File: config.mk
export PLATFORM = sky130hd
export DESIGN_NAME = shadow_attr_decoder
export DESIGN_NICKNAME = d
export VERILOG_FILES = /design/src/rtl/shadow_pkg.sv /design/src/rtl/shadow_ctrl_reg.sv /design/src/rtl/shadow_region_match.sv /design/src/rtl/shadow_attr_gen.sv /design/src/rtl/shadow_attr_decoder.sv
export SDC_FILE = /design/constraint.sdc
export NUM_CORES = 1
export LEC_CHECK = 0
export ABC_AREA = 0
export BUFFER_PORTS_ARGS = -buffer_cell sky130_fd_sc_hd__buf_2
export CORE_AREA = 2 2 39 41
export DETAILED_ROUTE_END_ITERATION = 6
export DIE_AREA = 0 0 41 43
export PLACE_DENSITY_LB_ADDON = 0.12
export SETUP_SLACK_MARGIN = 0.3
export SYNTH_ARGS = -nofsm -noshare
export SYNTH_HDL_FRONTEND = slang
export SYNTH_SLANG_ARGS = --single-unit
File: constraint.sdc
create_clock -name clk -period 2.61 [get_ports clk]
set_input_delay 0.522 -clock clk [delete_from_list [all_inputs] [get_ports clk]]
set_output_delay 0.522 -clock clk [all_outputs]
set_load 0.1 [all_outputs]
File: src/rtl/shadow_pkg.sv
package shadow_pkg;

   typedef struct packed {
      logic rd_int;
      logic wr_int;
      logic wr_ext;
      logic wr_blk;
   } shadow_attr_t;

   // Base address of window idx: small windows first, then large ones.
   function automatic longint win_base(input int idx, input longint origin,
                                       input int n_small, input int small_log2,
                                       input int large_log2);
      longint b;
      if (idx < n_small)
         b = origin + (longint'(idx) << small_log2);
      else
         b = origin + (longint'(n_small) << small_log2)
             + (longint'(idx - n_small) << large_log2);
      return b;
   endfunction

   function automatic longint win_size(input int idx, input int n_small,
                                       input int small_log2, input int large_log2);
      return (idx < n_small) ? (64'd1 << small_log2) : (64'd1 << large_log2);
   endfunction

endpackage

File: src/rtl/shadow_ctrl_reg.sv
module shadow_ctrl_reg #(
   parameter int CTRL_W = 8
) (
   input  logic              clk,
   input  logic              rst_n,
   input  logic              load,
   input  logic [CTRL_W-1:0] din,
   output logic [CTRL_W-1:0] q
);

   always_ff @(posedge clk or negedge rst_n) begin
      if (!rst_n)
         q <= '0;
      else if (load)
         q <= din;
   end

   assert_ctrl_capture_R8 : assert property (@(posedge clk) disable iff (!rst_n)
      load |=> (q == $past(din)));

   assert_ctrl_hold_R8 : assert property (@(posedge clk) disable iff (!rst_n)
      !load |=> $stable(q));

endmodule

File: src/rtl/shadow_region_match.sv
module shadow_region_match #(
   parameter int     ADDR_W      = 20,
   parameter int     NUM_REGIONS = 5,
   parameter longint ORIGIN      = 64'hC0000,
   parameter int     N_SMALL     = 2,
   parameter int     SMALL_LOG2  = 15,
   parameter int     LARGE_LOG2  = 16,
   localparam int    IDX_W       = (NUM_REGIONS > 1) ? $clog2(NUM_REGIONS) : 1
) (
   input  logic [ADDR_W-1:0]      addr,
   output logic [NUM_REGIONS-1:0] hit_vec,
   output logic                   hit_any,
   output logic [IDX_W-1:0]       hit_idx
);

   localparam longint TOP_END = shadow_pkg::win_base(NUM_REGIONS, ORIGIN, N_SMALL,
                                                     SMALL_LOG2, LARGE_LOG2);

   if (N_SMALL > NUM_REGIONS) begin : g_bad_small
      $error("N_SMALL exceeds NUM_REGIONS");
   end
   if (TOP_END > (64'd1 << ADDR_W)) begin : g_bad_span
      $error("windows extend past the address space");
   end

   for (genvar gi = 0; gi < NUM_REGIONS; gi++) begin : g_win
      localparam logic [ADDR_W:0] LO = (ADDR_W+1)'(shadow_pkg::win_base(
         gi, ORIGIN, N_SMALL, SMALL_LOG2, LARGE_LOG2));
      localparam logic [ADDR_W:0] HI = (ADDR_W+1)'(shadow_pkg::win_base(
         gi, ORIGIN, N_SMALL, SMALL_LOG2, LARGE_LOG2)
         + shadow_pkg::win_size(gi, N_SMALL, SMALL_LOG2, LARGE_LOG2));
      assign hit_vec[gi] = ({1'b0, addr} >= LO) && ({1'b0, addr} < HI);
   end

   always_comb begin
      hit_idx = '0;
      for (int i = 0; i < NUM_REGIONS; i++)
         if (hit_vec[i]) hit_idx = IDX_W'(i);
      hit_any = |hit_vec;
   end

   always_comb begin
      assert_window_onehot_R1 : assert ($onehot0(hit_vec));
   end

endmodule

File: src/rtl/shadow_attr_gen.sv
module shadow_attr_gen #(
   parameter int NUM_REGIONS = 5
) (
   input  logic [NUM_REGIONS-1:0] hit_vec,
   input  logic [NUM_REGIONS-1:0] en_bits,
   input  logic                   wp,
   output shadow_pkg::shadow_attr_t attr
);

   logic win_on;
   logic in_win;

   always_comb begin
      in_win      = |hit_vec;
      win_on      = |(hit_vec & en_bits);
      attr.rd_int = win_on;
      attr.wr_int = win_on & ~wp;
      attr.wr_blk = win_on & wp;
      attr.wr_ext = in_win & ~win_on;
   end

   always_comb begin
      assert_one_write_path_R9 : assert (
         $countones({attr.wr_int, attr.wr_ext, attr.wr_blk}) == {31'd0, in_win});
   end

endmodule

File: src/rtl/shadow_attr_decoder.sv
module shadow_attr_decoder #(
   parameter int     ADDR_W      = 20,
   parameter int     CTRL_W      = 8,
   parameter int     NUM_REGIONS = 5,
   parameter int     WP_BIT      = 5,
   parameter longint ORIGIN      = 64'hC0000,
   parameter int     N_SMALL     = 2,
   parameter int     SMALL_LOG2  = 15,
   parameter int     LARGE_LOG2  = 16,
   localparam int    IDX_W       = (NUM_REGIONS > 1) ? $clog2(NUM_REGIONS) : 1
) (
   input  logic              clk,
   input  logic              rst_n,
   input  logic              recalc_stb,
   input  logic [CTRL_W-1:0] shadow_cfg,
   input  logic [ADDR_W-1:0] mem_addr,
   output logic              region_hit,
   output logic [IDX_W-1:0]  region_idx,
   output logic              rd_internal,
   output logic              wr_internal,
   output logic              wr_external,
   output logic              wr_discard
);

   if (NUM_REGIONS > CTRL_W) begin : g_bad_ctrl
      $error("more windows than control bits");
   end
   if (WP_BIT < NUM_REGIONS || WP_BIT >= CTRL_W) begin : g_bad_wp
      $error("write-protect bit must lie above the enable bits");
   end

   logic [CTRL_W-1:0]      ctrl_q;
   logic [NUM_REGIONS-1:0] hit_vec;
   shadow_pkg::shadow_attr_t attr;
   logic                   unused_ctrl_bits;

   assign unused_ctrl_bits = ^ctrl_q;

   shadow_ctrl_reg #(.CTRL_W(CTRL_W)) u_ctrl (
      .clk  (clk),
      .rst_n(rst_n),
      .load (recalc_stb),
      .din  (shadow_cfg),
      .q    (ctrl_q)
   );

   shadow_region_match #(
      .ADDR_W     (ADDR_W),
      .NUM_REGIONS(NUM_REGIONS),
      .ORIGIN     (ORIGIN),
      .N_SMALL    (N_SMALL),
      .SMALL_LOG2 (SMALL_LOG2),
      .LARGE_LOG2 (LARGE_LOG2)
   ) u_match (
      .addr   (mem_addr),
      .hit_vec(hit_vec),
      .hit_any(region_hit),
      .hit_idx(region_idx)
   );

   shadow_attr_gen #(.NUM_REGIONS(NUM_REGIONS)) u_attr (
      .hit_vec(hit_vec),
      .en_bits(ctrl_q[NUM_REGIONS-1:0]),
      .wp     (ctrl_q[WP_BIT]),
      .attr   (attr)
   );

   assign rd_internal = attr.rd_int;
   assign wr_internal = attr.wr_int;
   assign wr_external = attr.wr_ext;
   assign wr_discard  = attr.wr_blk;

   assert_idx_range_R2 : assert property (@(posedge clk) disable iff (!rst_n)
      region_idx < IDX_W'(NUM_REGIONS));

   assert_no_hit_quiet_R7 : assert property (@(posedge clk) disable iff (!rst_n)
      !region_hit |-> !(rd_internal || wr_internal || wr_external || wr_discard)
                      && region_idx == '0);

   assert_read_int_needs_hit_R3 : assert property (@(posedge clk) disable iff (!rst_n)
      rd_internal |-> region_hit);

   assert_protect_blocks_R5 : assert property (@(posedge clk) disable iff (!rst_n)
      wr_discard |-> (rd_internal && !wr_internal));

endmodule

Word level (Yosys, flattened, before mapping). Index checks and enable logic that the tools add are counted.

Bits in registers: 6. Input bits: 31. Output and inout bits: 8. Word-level logic and storage cells: 26.

Order comparisons: 9. Muxes and demuxes: 4. Bitwise logic cells: 6. Reductions and logical operators: 6.

Operator list (number): >= comparator 20 bit (second input constant) (5); < comparator 20 bit (second input constant) (4); OR reduction 5 bit (2); two-way mux 3 bit (3); AND 5 bit (1); logical AND 1 bit (4); AND 1 bit (3); inverter 1 bit (2); two-way mux 1 bit (1).

Longest topological paths before layout. Gate-level depths: netlist of run 1.

Depth in word-level cells: 6. Gate-level depth with buffers: 4. Mapped depth without buffers: 3.

By module. Synthesis of run 1 repeated with hierarchy kept, for this count alone.

Cells, all modules: 37. Area, all modules: 473.0 sq um.

Modules (own cells, without submodules): shadow_ctrl_reg (instances 1, cells an instance 17, area each 331.6 sq um, sequential area each 200.2 sq um); shadow_region_match (instances 1, cells an instance 12, area each 82.6 sq um, sequential area each 0.0 sq um); shadow_attr_gen (instances 1, cells an instance 8, area each 58.8 sq um, sequential area each 0.0 sq um).

Least setup slack after synthesis of run 1. Ideal clock, no wire load.

Kind: input -> output. Start: input port mem_addr[19]. End: output port wr_external. Arrival time: 2.102 ns. Data required time: 2.088 ns. Path slack: -0.014 ns. Stages: 3. Path buffers: 0. Cells stage by stage: nand2_1 inv_1 and3_1.

Elaborated cells on any way between the ends: 18. Those cells by class: order compare: 9; bitwise: 3; reduce/logical: 6.

RTL lines: start: declaration (line shadow_attr_decoder.sv:16) `input logic [ADDR_W-1:0] mem_addr,`; >= comparator 20 bit / < comparator 20 bit (equally long branches) (line shadow_region_match.sv:32) `assign hit_vec[gi] = ({1'b0, addr} >= LO) && ({1'b0, addr} < HI);`; logical AND 1 bit (line shadow_region_match.sv:32); OR reduction 5 bit (*); named net region_hit (line shadow_attr_decoder.sv:17) `output logic region_hit,`; AND 1 bit (*) (line shadow_attr_gen.sv:19) `attr.wr_ext = in_win & ~win_on;`; end: declaration (line shadow_attr_decoder.sv:21) `output logic wr_external,`.

The timed path passes the listed nets; every way through them passes the cells marked *.

Final worst setup path of run 1.
Start: input port mem_addr[17]. End: output port wr_discard.

Cells in the longest elaborated chain, start to end: 5. Elaborated cells on any way between the ends: 16. Those cells by class: order compare: 9; bitwise: 2; reduce/logical: 5.

RTL lines: >= comparator 20 bit / < comparator 20 bit (equally long branches) (line shadow_region_match.sv:32); logical AND 1 bit (line shadow_region_match.sv:32); AND 5 bit (*) (line shadow_attr_gen.sv:15) `win_on = |(hit_vec & en_bits);`; OR reduction 5 bit (*) (line shadow_attr_gen.sv:15); AND 1 bit (*) (line shadow_attr_gen.sv:18) `attr.wr_blk = win_on & wp;`; end: declaration (line shadow_attr_decoder.sv:22) `output logic wr_discard`.

Mark *: on every way between the ends. The rest lies on a longest branch, timed or not.

==> results of run 1 <==
[layer usage]
metal / vias up / part of all wire
met1: 139 / 0.40
met2: 12 / 0.50
met3: 2 / 0.092
met4: 0 / 0.014
li1: 165 / -
met5: - / 0
[power by group through the flow]
stage	clock network (mW)	registers (mW)	logic, mW
2_1_floorplan	0	0.108	0.0782
3_3_place_gp	0	0.110	0.109
3_5_place_dp	0	0.110	0.110
4_1_cts	0.0871	0.108	0.110
5_1_grt	0.0900	0.109	0.114
6_report	0.0819	0.108	0.109
[cells in the mapped netlist (2+ instances only)]
master    number  area share
dfrtp_1        6        0.41
nand3b_1       2       0.041
nand2_1        3       0.031
mux2_2         6        0.19
a21o_1         2       0.041
nor2_1         3       0.031
[worst max-delay path, stage by stage]
cell and delay (ps):
buf_2 140, or3b_1 370, a21o_1 240, a21boi_4 170
buf_12 190
[cells by family after synthesis]
family | Yosys count | synth area share
compound gates | 5 | 0.120
xor+xnor | 1 | 0.0241
buf+inv | 3 | 0.0515
flops | 6 | 0.412
mux | 7 | 0.213
simple gates | 12 | 0.179
[area by class of cell]
| class | count | area (um2) | area share |
|---|---|---|---|
| sequential | 6 | 150 | 0.257 |
| inverter | 1 | 7.51 | 0.0128 |
| timing repair buffer | 21 | 165 | 0.283 |
| tap | 16 | 20.0 | 0.0343 |
| multi-input combinational | 25 | 219 | 0.375 |
| clock buffer | 3 | 22.5 | 0.0385 |
[metrics by stage]
step	hold WS, ps	power (mW)
finish	99.5	0.299
global route	103	0.313
CTS	93.6	0.305
detailed placement	352	0.219
global placement	356	0.219
floorplan	226	0.186
[worst paths after layout]
check / startpoint / end / cells after the start
worst min-delay path: rst_n / u_ctrl.q[5]$_DFFE_PN0P_ / 1
worst max-delay path: mem_addr[17] / wr_discard / 5
min in group clk: u_ctrl.q[4]$_DFFE_PN0P_ / u_ctrl.q[4]$_DFFE_PN0P_ / 1
worst max register to register: u_ctrl.q[5]$_DFFE_PN0P_ / u_ctrl.q[5]$_DFFE_PN0P_ / 1
max in group asynchronous: rst_n / u_ctrl.q[2]$_DFFE_PN0P_ / 1
worst min register to register: u_ctrl.q[4]$_DFFE_PN0P_ / u_ctrl.q[4]$_DFFE_PN0P_ / 1
==> impl_metrics.env, run 1 <==
export IMPL_grt_pass1_wl_um=1070
export IMPL_clkLatencyLatePin_ps=240
export IMPL_drt_vias_per_instance=4.42
export IMPL_timing_hold_violations_final=0
export IMPL_max_slew_margin=0.678
export IMPL_ios=39
export IMPL_cts_resized=0
export IMPL_dp_slack_ps=421
export IMPL_seq_power_share=0.362
export IMPL_final_common_cell="buf_2"
export IMPL_syn_num_nets=65
export IMPL_maxCapViolCount=0
export IMPL_clock_sinks=6
export IMPL_numCtsBuffers=3
export IMPL_post_place_cells=69
export IMPL_die_h_um=43
export IMPL_num_rows=14
export IMPL_setup_viol=0
export IMPL_nets=89
export IMPL_p_sw_mw=0.104
export IMPL_reg2reg_slack_ps=1820
export IMPL_clkPwrFrac=0.274
export IMPL_grtUsageTotal=0.0940
export IMPL_drt_wl_total_um=729
export IMPL_antenna_found_initial=0
export IMPL_coreArea_mm2=0.00138
export IMPL_fin_cells=72
export IMPL_largest_reg_flops=6
export IMPL_met3_usage=0.0157
export IMPL_yosys_warnings=0
export IMPL_cts_buffer_depth=2
export IMPL_leakage_nw=0.270
export IMPL_syn_inst=34
export IMPL_drive_above_1_share=0.679
export IMPL_grt_max_degree=8
export IMPL_final_util=0.422
export IMPL_cts_tree="yes"
export IMPL_ys_flop_type="dfrtp_1"
export IMPL_grt_pass1_vias=282
export IMPL_start_util=0.263
export IMPL_tightest_slew_ps=486
export IMPL_ys_async_sr_fraction=1.00
export IMPL_cts_hold_repair_buffers=0
export IMPL_grt_overflow=0
export IMPL_first_iter_violations=2
export IMPL_dpl_cell_area_um2=562
export IMPL_min_period_ps=2160
export IMPL_vias=318
export IMPL_die_x_um=41
export IMPL_gp_congestion=0.574
export IMPL_synth_edf_count=0
export IMPL_synth_area_um2=364
export IMPL_period_share=0.829
export IMPL_die_area_mm2=0.00176
export IMPL_swShare=0.347
export IMPL_top_usage_layer="met2"
export IMPL_drtAntennaViolNets=0
export IMPL_critical_path_class="in -> out"
export IMPL_avgRoutedWirePerCell_um=10.1
export IMPL_worstPathRequired_ps=2090
export IMPL_final_area_um2=584
export IMPL_fmaxAchievable_mhz=462
export IMPL_power_density_mw_per_mm2=511
export IMPL_cp_max_fo=7
export IMPL_synth_seq_cells=6
export IMPL_ys_seq_area_frac=0.412
export IMPL_synth_area_per_cell_um2=10.7
export IMPL_dpl_hpwl_um=619
export IMPL_startpoint_type="primary input"
export IMPL_setup_slack_ps=447
export IMPL_insertedDiodeCount=0
export IMPL_rsz0062_at_grt="no"
export IMPL_n_fill_cell=148
export IMPL_min_path_type="in -> async"
export IMPL_htree_num_levels=1
export IMPL_worstSetupEndpointType="output pin"
export IMPL_drc=0
export IMPL_finClkSkew_ps=0
export IMPL_largest_register="u_ctrl.q"
export IMPL_status="finished, final reports clean"
export IMPL_use_met1=0.0954
export IMPL_drt_first_pass_iters=2
export IMPL_slew_violations=0
export IMPL_arrival_ps=1640
export IMPL_setup_tns_ps=0
export IMPL_cts_setup_buffers=0
export IMPL_irDropWorstVdd_v=0.000215
export IMPL_io_buffers=21
export IMPL_clk_pin_slew_ps=40
export IMPL_synth_cell_types=18
export IMPL_intPower_mw=0.195
export IMPL_met2_usage=0.144
export IMPL_final_cell_mix="17 x buf_2, 6 x mux2_2, 6 x dfrtp_1, 4 x buf_12, 3 x clkbuf_4"
export IMPL_cts_root_buffer="clkbuf_4"
export IMPL_comb_power_share=0.364
export IMPL_largestRegisters="u_ctrl.q (6)"
export IMPL_syn2layout_area_growth_pct=60.5
(Power assumes the default switching activity.)
==> run 2: changes to the inputs <==
==> constraint.sdc (replaced) <==
create_clock -name clk -period 1.9 [get_ports clk]
set_input_delay 0.38 -clock clk [delete_from_list [all_inputs] [get_ports clk]]
set_output_delay 0.38 -clock clk [all_outputs]
set_load 0.1 [all_outputs]
==> impl_metrics.env, run 2 (synthesis results as in run 1) <==
export IMPL_final_cell_mix="13 x buf_2, 6 x mux2_2, 6 x buf_12, 6 x dfrtp_1, 5 x buf_4"
export IMPL_cp_max_fo=3
export IMPL_die_x_um=41
export IMPL_final_area_um2=691
export IMPL_irDropWorstVdd_v=0.000317
export IMPL_clk_pin_slew_ps=40
export IMPL_slew_violations=0
export IMPL_htree_num_levels=1
export IMPL_first_iter_violations=4
export IMPL_start_util=0.263
export IMPL_final_common_cell="buf_2"
export IMPL_arrival_ps=1530
export IMPL_numCtsBuffers=3
export IMPL_setup_tns_ps=-5.71
export IMPL_largestRegisters="u_ctrl.q (6)"
export IMPL_p_sw_mw=0.149
export IMPL_insertedDiodeCount=0
export IMPL_max_slew_margin=0.680
export IMPL_die_area_mm2=0.00176
export IMPL_avgRoutedWirePerCell_um=10.1
export IMPL_drc=0
export IMPL_power_density_mw_per_mm2=627
export IMPL_period_share=1.00
export IMPL_n_fill_cell=130
export IMPL_num_rows=14
export IMPL_ios=39
export IMPL_gp_congestion=0.551
export IMPL_worstSetupEndpointType="output pin"
export IMPL_multi_input_area_um2=246
export IMPL_min_path_type="in -> reg"
export IMPL_vias=343
export IMPL_cts_tree="yes"
export IMPL_seq_power_share=0.343
export IMPL_critical_path_class="reg -> out"
export IMPL_tightest_slew_ps=484
export IMPL_timing_hold_violations_final=0
export IMPL_cts_root_buffer="clkbuf_4"
export IMPL_critPathLaunch="u_ctrl.q[0]$_DFFE_PN0P_"
export IMPL_maxCapViolCount=0
export IMPL_drt_first_pass_iters=4
export IMPL_drive_above_1_share=0.754
export IMPL_clock_sinks=6
export IMPL_swShare=0.344
export IMPL_setup_slack_ps=-5.71
export IMPL_grtUsageTotal=0.0992
export IMPL_finClkSkew_ps=0
export IMPL_grt_pass1_wl_um=1170
export IMPL_final_util=0.499
export IMPL_drt_wl_total_um=775
export IMPL_drtAntennaViolNets=0
export IMPL_drt_vias_per_instance=4.45
export IMPL_min_from="shadow_cfg[4]"
export IMPL_cts_setup_buffers=0
export IMPL_comb_power_share=0.394
export IMPL_violations="negative setup slack"
export IMPL_status="finished with violations"
export IMPL_coreArea_mm2=0.00138
export IMPL_fmaxAchievable_mhz=525
export IMPL_cts_buffer_depth=2
export IMPL_worstPathRequired_ps=1520
export IMPL_startpoint_type="flop"
export IMPL_largest_reg_flops=6
export IMPL_setup_viol=1
export IMPL_rsz0062_at_grt="yes"
export IMPL_p_total_mw=0.433
export IMPL_post_place_cells=73
export IMPL_intPower_mw=0.284
export IMPL_dpl_cell_area_um2=632
export IMPL_fin_cells=77
export IMPL_grt_pass1_vias=311
export IMPL_grt_overflow=0
export IMPL_clkLatencyLatePin_ps=240
export IMPL_syn2layout_area_growth_pct=89.7
export IMPL_largest_register="u_ctrl.q"
export IMPL_io_buffers=21
export IMPL_antenna_found_initial=0
export IMPL_die_h_um=43
export IMPL_seq_area_um2=150
export IMPL_leakage_nw=0.304
export IMPL_clkPwrFrac=0.263
export IMPL_min_period_ps=1910
export IMPL_nets=94
export IMPL_r2r_start="u_ctrl.q[5]$_DFFE_PN0P_"
export IMPL_grt_max_degree=7
==> run 2: changes by cell type in the layout (fill, tap and decap cells not counted), sizes merged <==
cell and delta:
buf +4, dlygate4sd3 +1
==> run 2: per-stage QoR <==
stage	hold slack, ps	setup slack (ps)
detailed placement	209	34.0
CTS	364	-25.8
floorplan	84.4	-159
global route	360	-72.9
global placement	213	38.8
finish	370	-5.71
==> run 2: timing repair <==
action / 4_1_cts / 5_1_grt
cloned: 0 / 0
hold endpoints to repair: 6 / 0
gates resized for setup: 4 / 4
endpoints found under the setup margin: 5 / 6
hold buffers: 1 / 0
pin swaps: 0 / 3
==> run 2: critical path: stages (launching register included) <==
cell	delay, ps
dfrtp_1	330
or3b_4	380
a21o_4	240
a21boi_4	150
buf_12	190
==> run 2: per-layer routing <==
metal  global-route usage  wire, um  share of wire  up-vias
met2                0.169       396           0.51       14
met5                    0         0              0        -
met3               0.0314        59          0.076        2
met1               0.0957       304           0.39      152
li1                     -         -              -      175
met4               0.0600        15          0.019        0
==> run 2: power by group through the flow <==
stage	logic [mW]	clock network [mW]	registers (mW)
global placement	0.164	0	0.150
floorplan	0.110	0	0.149
finish	0.171	0.114	0.148
CTS	0.169	0.120	0.149
detailed placement	0.164	0	0.151
global route	0.180	0.131	0.150
==> run 2: layout make-up <==
| cell class | count | area share |
|---|---|---|
| clock buffers | 3 | 0.0326 |
| inverters | 1 | 0.0109 |
| multi-input cells | 25 | 0.357 |
| flip-flops and latches | 6 | 0.217 |
| well taps | 16 | 0.0290 |
| repair buffers | 26 | 0.353 |
==> run 2: worst paths after layout <==
check	to	slack, ps	depth (start not counted)
setup / recovery	wr_discard	-6	4
hold / removal	u_ctrl.q[4]$_DFFE_PN0P_	370	2
setup reg to reg	u_ctrl.q[5]$_DFFE_PN0P_	1110	1
hold reg to reg	u_ctrl.q[0]$_DFFE_PN0P_	500	1
max in group asynchronous	u_ctrl.q[0]$_DFFE_PN0P_	1280	2
min in group asynchronous	u_ctrl.q[1]$_DFFE_PN0P_	480	2
==> run 3: changes to the inputs <==
--- a/config.mk
+++ b/config.mk
@@ -12,6 +12,7 @@
 export DIE_AREA = 0 0 41 43
 export PLACE_DENSITY_LB_ADDON = 0.12
 export SETUP_SLACK_MARGIN = 0.3
+export SKIP_LAST_GASP = 1
 export SYNTH_ARGS = -nofsm -noshare
 export SYNTH_HDL_FRONTEND = slang
 export SYNTH_SLANG_ARGS = --single-unit
==> impl_metrics.env, run 3 (synthesis results as in run 1) <==
export IMPL_min_path_type="in -> reg"
export IMPL_worstSetupEndpointType="output pin"
export IMPL_largest_register="u_ctrl.q"
export IMPL_reg2regPathDepth=1
export IMPL_largestRegisters="u_ctrl.q (6)"
export IMPL_max_stage_delay_ps=380
export IMPL_period_share=1.00
export IMPL_drc=0
export IMPL_slew_violations=0
export IMPL_seq_power_share=0.344
export IMPL_cts_tree="yes"
export IMPL_startpoint_type="flop"
export IMPL_comb_power_share=0.392
export IMPL_largest_reg_flops=6
export IMPL_grt_pass1_wl_um=1170
export IMPL_coreArea_mm2=0.00138
export IMPL_finClkSkew_ps=0
export IMPL_final_cell_mix="14 x buf_2, 6 x mux2_2, 6 x buf_12, 6 x dfrtp_1, 5 x buf_4"
export IMPL_final_area_um2=684
export IMPL_ios=39
export IMPL_path_cells="or3b_4 -> a21o_4 -> a21boi_4 -> buf_12"
export IMPL_nets=94
export IMPL_htree_num_levels=1
export IMPL_die_x_um=41
export IMPL_drtAntennaViolNets=0
export IMPL_clkLatencyLatePin_ps=240
export IMPL_antenna_found_initial=0
export IMPL_rsz0062_at_grt="yes"
export IMPL_cp_buffers_inverters=1
export IMPL_tightest_slew_ps=484
export IMPL_numCtsBuffers=3
export IMPL_cts_setup_buffers=0
export IMPL_drt_wl_total_um=774
export IMPL_drt_vias_per_instance=4.45
export IMPL_r2r_start="u_ctrl.q[5]$_DFFE_PN0P_"
export IMPL_clkPwrFrac=0.264
export IMPL_max_slew_margin=0.680
export IMPL_vias=343
export IMPL_insertedDiodeCount=0
export IMPL_cp_max_fo=3
export IMPL_critPathLaunch="u_ctrl.q[0]$_DFFE_PN0P_"
export IMPL_swShare=0.345
export IMPL_die_h_um=43
export IMPL_n_fill_cell=132
export IMPL_reg2reg_slack_ps=1110
export IMPL_clk_pin_slew_ps=40
export IMPL_gp_congestion=0.551
export IMPL_worst_path_stages=4
export IMPL_drive_above_1_share=0.754
export IMPL_setup_viol=1
export IMPL_avgRoutedWirePerCell_um=10.1
export IMPL_min_period_ps=1910
export IMPL_cts_buffer_depth=2
export IMPL_grt_max_degree=7
export IMPL_drt_first_pass_iters=4
export IMPL_worstPathRequired_ps=1520
export IMPL_final_common_cell="buf_2"
export IMPL_whs_ps=370
export IMPL_fmaxAchievable_mhz=525
export IMPL_first_iter_violations=4
export IMPL_start_util=0.263
export IMPL_intPower_mw=0.283
export IMPL_grt_pass1_vias=311
export IMPL_grtUsageTotal=0.0992
export IMPL_maxCapViolCount=0
export IMPL_clock_sinks=6
export IMPL_crit_family="compound AO/OA/AOI/OAI gates"
export IMPL_grt_overflow=0
export IMPL_violations="negative setup slack"
export IMPL_die_area_mm2=0.00176
export IMPL_setup_slack_ps=-5.71
export IMPL_leakage_nw=0.302
export IMPL_num_rows=14
export IMPL_p_sw_mw=0.149
export IMPL_hold_depth=2
export IMPL_arrival_ps=1530
export IMPL_critical_path_class="reg -> out"
export IMPL_cts_root_buffer="clkbuf_4"
export IMPL_timing_hold_violations_final=0
export IMPL_status="finished with violations"
export IMPL_dpl_cell_area_um2=632
export IMPL_io_buffers=21
export IMPL_dp_slack_ps=34.0
export IMPL_min_from="shadow_cfg[4]"
export IMPL_irDropWorstVdd_v=0.000317
export IMPL_crit_slowest_cell="or3b_4"
export IMPL_syn2layout_area_growth_pct=88.0
export IMPL_power_density_mw_per_mm2=631
==> run 3: cell counts in the layout (fill, tap and decap cells not counted) <==
No cell type changed its count.
==> run 3: power by group through the flow <==
stage          Sequential (mW)  Clock (mW)  Combinational, mW
6_report                 0.148       0.114              0.170
5_1_grt                  0.150       0.131              0.178
4_1_cts                  0.149       0.120              0.169
3_5_place_dp             0.151           0              0.164
3_3_place_gp             0.150           0              0.164
2_1_floorplan            0.149           0              0.110
==> run 3: timing repair <==
action,in CTS,in global routing
gates resized for setup,4,2
hold buffers,1,0
endpoints found under the hold margin,6,0
endpoints found under the setup margin,5,6
pin swaps,0,3
==> run 3: worst paths after layout <==
check                                                to
worst max-delay path                         wr_discard
worst min-delay path            u_ctrl.q[4]$_DFFE_PN0P_
worst max register to register  u_ctrl.q[5]$_DFFE_PN0P_
worst min register to register  u_ctrl.q[0]$_DFFE_PN0P_
max in group asynchronous       u_ctrl.q[0]$_DFFE_PN0P_
min in group asynchronous       u_ctrl.q[1]$_DFFE_PN0P_
==> run 3: final cells by class <==
cell class              instances  area, um2  share of cell area
flip-flops and latches          6        150               0.219
well taps                      16       20.0              0.0293
inverters                       1       7.51              0.0110
clock buffers                   3       22.5              0.0329
repair buffers                 26        238               0.347
multi-input cells              25        246               0.360
==> run 3: metrics by stage <==
step / TNS (ps) / total power, mW / cells / utilization
after floorplan: -387 / 0.259 / 34 / -
after global placement: 0 / 0.314 / 73 / 0.457
after detailed placement: 0 / 0.315 / 73 / 0.457
after CTS: -53.9 / 0.438 / 77 / 0.490
after global routing: -133 / 0.459 / 77 / 0.495
final: -5.71 / 0.432 / 77 / 0.495
==> run 3: layer usage <==
layer | share of wire | global-route usage | up-vias
met3 | 0.076 | 0.0314 | 2
met5 | 0 | 0 | -
met2 | 0.51 | 0.169 | 14
met1 | 0.39 | 0.0957 | 152
met4 | 0.019 | 0.0600 | 0
li1 | - | - | 175
